## config.mk

```make
export PLATFORM = sky130hd
export DESIGN_NAME = idle_clk_ctrl
export DESIGN_NICKNAME = d
export VERILOG_FILES = /design/src/rtl/icc_pkg.sv /design/src/rtl/icc_delay_cnt.sv /design/src/rtl/icc_intosc.sv /design/src/rtl/icc_mode_fsm.sv /design/src/rtl/idle_clk_ctrl.sv
export SDC_FILE = /design/constraint.sdc
export NUM_CORES = 1
export LEC_CHECK = 0
export ABC_CLOCK_PERIOD_IN_PS = 1400
export CORE_MARGIN = 4
export CORE_UTILIZATION = 35
export DETAILED_ROUTE_END_ITERATION = 10
export DONT_BUFFER_PORTS = 1
export SYNTH_ARGS = -nofsm -noshare
export SYNTH_HDL_FRONTEND = slang
export SYNTH_SLANG_ARGS = --single-unit
```

## constraint.sdc

```tcl
create_clock -name clk_i -period 1.4 [get_ports clk_i]
set_clock_uncertainty 0.05 [all_clocks]
set_input_delay 0 -clock clk_i [delete_from_list [all_inputs] [get_ports clk_i]]
set_output_delay 0 -clock clk_i [all_outputs]
set_load 0.02 [all_outputs]
```

## src/rtl/icc_pkg.sv

```systemverilog
package icc_pkg;
  typedef enum logic [1:0] {
    ST_RUN  = 2'd0,
    ST_IDLE = 2'd1,
    ST_WAKE = 2'd2
  } icc_state_e;
endpackage

```

## src/rtl/icc_delay_cnt.sv

```systemverilog
module icc_delay_cnt #(
  parameter int unsigned CYC = 4
) (
  input  logic clk_i,
  input  logic rst_ni,
  input  logic en_i,
  output logic done_o
);
  localparam int unsigned CW = (CYC < 2) ? 1 : $clog2(CYC + 1);
  localparam logic [CW-1:0] LIM = CW'(CYC);

  logic [CW-1:0] cnt_q;

  // counts enabled edges, saturates at CYC, clears when enable drops
  always_ff @(posedge clk_i or negedge rst_ni) begin
    if (!rst_ni)           cnt_q <= '0;
    else if (!en_i)        cnt_q <= '0;
    else if (cnt_q != LIM) cnt_q <= cnt_q + 1'b1;
  end

  assign done_o = en_i && (cnt_q == LIM);
endmodule

```

## src/rtl/icc_intosc.sv

```systemverilog
module icc_intosc #(
  parameter int unsigned FSEL_W   = 3,
  parameter int unsigned STAB_CYC = 16
) (
  input  logic              clk_i,
  input  logic              rst_ni,
  input  logic [FSEL_W-1:0] freq_sel_i,
  input  logic              int_src_i,
  input  logic              mux_int_i,
  input  logic              wdt_en_i,
  input  logic              clk_mon_en_i,
  output logic              int_en_o,
  output logic              stable_o,
  output logic              src_ready_o,
  output logic              lf_rc_en_o
);
  assign int_en_o = (freq_sel_i != '0) || int_src_i;

  icc_delay_cnt #(.CYC(STAB_CYC)) u_stab (
    .clk_i  (clk_i),
    .rst_ni (rst_ni),
    .en_i   (int_en_o),
    .done_o (stable_o)
  );

  // with the HF source off the mux runs from the LF RC, nothing to wait for
  assign src_ready_o = !int_en_o || stable_o;
  assign lf_rc_en_o  = wdt_en_i || clk_mon_en_i || (mux_int_i && !int_en_o);
endmodule

```

## src/rtl/icc_mode_fsm.sv

```systemverilog
module icc_mode_fsm
  import icc_pkg::*;
#(
  parameter int unsigned WAKE_CYC = 8
) (
  input  logic clk_i,
  input  logic rst_ni,
  input  logic sleep_req_i,
  input  logic idle_en_i,
  input  logic clk_sel_hi_i,
  input  logic wake_i,
  input  logic src_ready_i,
  output logic core_clk_en_o,
  output logic periph_clk_en_o,
  output logic mux_int_o
);
  icc_state_e state_q, state_d;
  logic       pend_q, pend_d;
  logic       live_q;
  logic       wake_done;
  logic       wake_seen;

  icc_delay_cnt #(.CYC(WAKE_CYC)) u_wake (
    .clk_i  (clk_i),
    .rst_ni (rst_ni),
    .en_i   (state_q == ST_WAKE),
    .done_o (wake_done)
  );

  assign wake_seen = wake_i || pend_q;

  always_comb begin
    state_d = state_q;
    pend_d  = pend_q;
    unique case (state_q)
      ST_RUN: begin
        pend_d = 1'b0;
        if (sleep_req_i && idle_en_i && clk_sel_hi_i) state_d = ST_IDLE;
      end
      ST_IDLE: begin
        if (wake_seen) begin
          if (src_ready_i) begin
            state_d = ST_WAKE;
            pend_d  = 1'b0;
          end else begin
            pend_d  = 1'b1;
          end
        end
      end
      ST_WAKE: if (wake_done) state_d = ST_RUN;
      default: state_d = ST_RUN;
    endcase
  end

  always_ff @(posedge clk_i or negedge rst_ni) begin
    if (!rst_ni) begin
      state_q <= ST_RUN;
      pend_q  <= 1'b0;
      live_q  <= 1'b0;
    end else begin
      state_q <= state_d;
      pend_q  <= pend_d;
      live_q  <= 1'b1;
    end
  end

  assign core_clk_en_o   = live_q && (state_q == ST_RUN);
  assign periph_clk_en_o = live_q;
  assign mux_int_o       = (state_q != ST_RUN) || clk_sel_hi_i;
endmodule

```

## src/rtl/idle_clk_ctrl.sv

```systemverilog
module idle_clk_ctrl #(
  parameter int unsigned FSEL_W   = 3,
  parameter int unsigned STAB_CYC = 16,
  parameter int unsigned WAKE_CYC = 8,
  parameter int unsigned PRI_CYC  = 32
) (
  input  logic              clk_i,
  input  logic              rst_ni,
  input  logic              sleep_req_i,
  input  logic              idle_en_i,
  input  logic [1:0]        clk_sel_i,
  input  logic [FSEL_W-1:0] freq_sel_i,
  input  logic              int_src_i,
  input  logic              wake_i,
  input  logic              wdt_en_i,
  input  logic              clk_mon_en_i,
  output logic              core_clk_en_o,
  output logic              periph_clk_en_o,
  output logic              clk_mux_sel_o,
  output logic              pri_osc_en_o,
  output logic              pri_osc_rdy_o,
  output logic              int_osc_en_o,
  output logic              int_stable_o,
  output logic              lf_rc_en_o
);
  logic mux_int;
  logic src_ready;

  icc_mode_fsm #(.WAKE_CYC(WAKE_CYC)) u_fsm (
    .clk_i           (clk_i),
    .rst_ni          (rst_ni),
    .sleep_req_i     (sleep_req_i),
    .idle_en_i       (idle_en_i),
    .clk_sel_hi_i    (clk_sel_i[1]),
    .wake_i          (wake_i),
    .src_ready_i     (src_ready),
    .core_clk_en_o   (core_clk_en_o),
    .periph_clk_en_o (periph_clk_en_o),
    .mux_int_o       (mux_int)
  );

  icc_intosc #(.FSEL_W(FSEL_W), .STAB_CYC(STAB_CYC)) u_intosc (
    .clk_i        (clk_i),
    .rst_ni       (rst_ni),
    .freq_sel_i   (freq_sel_i),
    .int_src_i    (int_src_i),
    .mux_int_i    (mux_int),
    .wdt_en_i     (wdt_en_i),
    .clk_mon_en_i (clk_mon_en_i),
    .int_en_o     (int_osc_en_o),
    .stable_o     (int_stable_o),
    .src_ready_o  (src_ready),
    .lf_rc_en_o   (lf_rc_en_o)
  );

  // primary runs only while selected; status restarts on every enable
  icc_delay_cnt #(.CYC(PRI_CYC)) u_pri (
    .clk_i  (clk_i),
    .rst_ni (rst_ni),
    .en_i   (pri_osc_en_o),
    .done_o (pri_osc_rdy_o)
  );

  assign clk_mux_sel_o = mux_int;
  assign pri_osc_en_o  = !mux_int;
endmodule

```

==> summary.md <==
| Metric | Value |
|---|---|
| Worst-path fanout max | `5` |
| Port Buffers | `0` |
| Io pins | `21` |
| Slew headroom | `0.425` |
| WS Path Type | `register to primary output` |
| DP Worst Slack | `around 0.048 ns` |
| Drt pass-1 iters | `4` |
| CP Launch Point | `u_fsm.state_q[1]` |
| M1 GR Usage | `0.142` |
| CTS HTree Levels | `1` |
| Final Non-Filler Cells | `between 150 and 200` |
| Area grow syn2layout | `35.2%` |
| Crit path time final | `between 1 and 1.5 ns` |
| Commonest non-fill, non-tap cell in the layout | `dfrtp_1` |
| Worst R2R End | `u_intosc.u_stab.cnt_q[1]` |
| Die X | `62.1 µm` |
| Crit path capture type | `primary output` |
| Fin crit share | `1.05` |
| WL/cell | `roughly 14 µm` |
| Avg Inst Size Synth | `between 10 and 15 µm²` |
| Max clock buf depth | `2` |
| Largest net degree at the start of global routing | `20` |
| Crit path required time | `around 1.4 ns` |
| Crit start category | `register` |
| CP arrival | `between 1 and 1.5 ns` |
| Static leakage | `approximately 0.63 nW` |
| Flop2flop setup slack | `-0.01 ns` |
| Max Slew Vio Count | `0` |
| Max Cap Viol | `0` |
| # rows | `19` |
| Worst-Skew Late Latency | `roughly 0.3 ns` |
| Global-route wire length before repair | `approximately 3.7 mm` |
| Status | `finished with violations` |
| Cells after Synth | `100` |
| CP Capture Point | `pri_osc_rdy_o` |
| DP HPWL | `approximately 1.4 mm` |
| Placed Area | `~0.0011 mm²` |
| Fmax | `678 MHz` |
| DRT antenna net count | `0` |
| Busiest layer in global routing | `met2` |
| GR Util met2 | `0.185` |
| Warnings from Yosys | `0` |
| Ys async rst share | `1.00` |
| Min-delay src | `int_src_i` |
| CTS tree | `built` |
| Clock slew at reported path FFs | `0.11 ns` |
| Syn_nets | `about 120` |
| CTS buffer count | `3` |
| Synth Flop Type | `dfrtp_1` |
| Finished Cell Area | `roughly 0.0014 mm²` |
| Detailed Route WL | `approximately 2.2 mm` |
| # fillers | `255` |
| PD cells | `~1400 mW/mm²` |
| Die Height | `62.1 µm` |
| Commonest non-fill, non-tap cells in the layout | `dfrtp_1, buf_4, nor2_1, inv_1, buf_6` |
| Residual DRC count | `0` |
| GRT Total Usage | `0.117` |
| HP Class | `input pin to register` |
| Initial Utilization | `0.368` |
| Unrepaired setup endpoints after global routing | `yes` |
| Register bit count reported by yosys | `19` |
| Antenna diodes | `0` |
| Initial antenna violation count | `0` |
| Fin. Hold Viols | `0` |
| Grt total ovfl | `0` |
| Yosys cell types | `34` |
| FF-to-FF path depth | `7` |
| Sequential element share of the synthesized area | `0.464` |
| DRT iter0 DRCs | `12` |
| Number of global-route vias before repair | `roughly 800` |
| Peak VDD IR | `1.10 mV` |
| Clock sinks | `19` |
| Reg2Reg Launch Point | `u_intosc.u_stab.cnt_q[0]` |
| Synth Cell Area | `~0.0010 mm²` |
| Placed Cells | `140` |
| Final net count | `between 150 and 200` |
| Number of synthesized flops with an enable pin | `0` |
| Setup WS post-layout | `-0.0743 ns` |
| Worst slew pin tran | `between 0.8 and 0.9 ns` |
| Failing checks | `negative setup slack` |
| Count of final setup violators | `5` |
| Share of layout cells above drive strength 1 | `0.351` |
| Vias post-DR | `815` |
| Met3 usage | `0.0360` |
| Final Total Pwr | `approximately 2.0 mW` |
| RD Place Congestion | `~0.78` |
| Die ar. | `a little under 0.004 mm²` |
| CORE AREA | `between 0.002 and 0.003 mm²` |
| Vias/cell | `around 5.0` |
| Root Buffer | `clkbuf_4` |
## sequential cells by signal, summed over array words and instances (netlist names)
| name | cells |
|---|---|
| u_pri.cnt_q | 6 |
| u_fsm.state_q | 2 |
| u_fsm.periph_clk_en_o | 1 |
| u_intosc.u_stab.cnt_q | 5 |
| u_fsm.pend_q | 1 |
| u_fsm.u_wake.cnt_q | 4 |
## per-stage QoR
step	util	hold WS, ns	TNS [ns]
after detailed placement	0.405	-0.345	0
after global placement	0.405	-0.345	0
after CTS	0.472	0.0904	-0.195
final	0.498	0.0977	-0.181
after global routing	0.498	0.116	-0.773
after floorplan	-	-0.346	0
## cells in the mapped netlist (3+ instances only)
| cell | instances | area [µm²] |
|---|---|---|
| nor2_1 | 12 | 45.0 |
| nand3_1 | 7 | 35.0 |
| o21ai_0 | 3 | 15.0 |
| xor2_1 | 6 | 52.6 |
| inv_1 | 8 | 30.0 |
| a21oi_1 | 5 | 25.0 |
| nand2_1 | 3 | 11.3 |
| xnor2_1 | 3 | 26.3 |
| ha_1 | 6 | 75.1 |
| dfrtp_1 | 19 | 475 |
## critical path, stage by stage (launching register included)
cell     delay (ns)
dfrtp_1        0.39
or3_4          0.41
inv_4          0.10
and3_4         0.22
## area by class of cell
cell class,instances,area [µm²],share of cell area
Timing Repair Buffer,29,259,0.187
Multi-Input combinational cell,69,546,0.394
Tap cell,31,38.8,0.0280
Sequential cell,19,475,0.343
Inverter,10,40.0,0.0289
Clock buffer,4,26.3,0.0190
## logic make-up after synthesis
family / Yosys count / synth area share
AO/OA/AOI/OAI: 12 / 0.0769
XOR/XNOR: 9 / 0.0769
adder cells (fa/ha/maj): 6 / 0.0733
buffers and inverters: 12 / 0.0574
flip-flops: 19 / 0.464
multiplexers: 2 / 0.0195
other: 1 / 0.00366
AND/OR/NAND/NOR: 39 / 0.228
## metal layers
layer | up-vias | routed length (µm)
met5 | - | 0
met3 | 7 | 110
li1 | 396 | -
met2 | 26 | 1100
met1 | 386 | 930
met4 | 0 | 55
## where the power goes
group          switching, mW  total, mW  internal (mW)
Combinational          0.426      0.911          0.485
Sequential            0.0895      0.768          0.678
Clock                  0.175      0.286          0.111
## worst min-delay path by stage
stage	end	slack (ns)	cells after the start
3_5_place_dp	u_pri.cnt_q[4]	-0.34	0
4_1_cts	u_fsm.state_q[1]	0.09	4
6_report	u_fsm.state_q[1]	0.1	4
3_3_place_gp	u_pri.cnt_q[4]	-0.34	0
2_1_floorplan	u_fsm.pend_q	-0.35	0
5_1_grt	u_fsm.state_q[1]	0.12	4
## timing repair
action                     4_1_cts  5_1_grt
hold endpoints to repair        28        0
setup endpoints to repair        5       14
pin swaps                        4        5
resized for setup               13        9
gates cloned                     0        0
hold buffers                     6        0
setup buffers                    7        5
No activity file was read; power rests on OpenSTA's default activity.
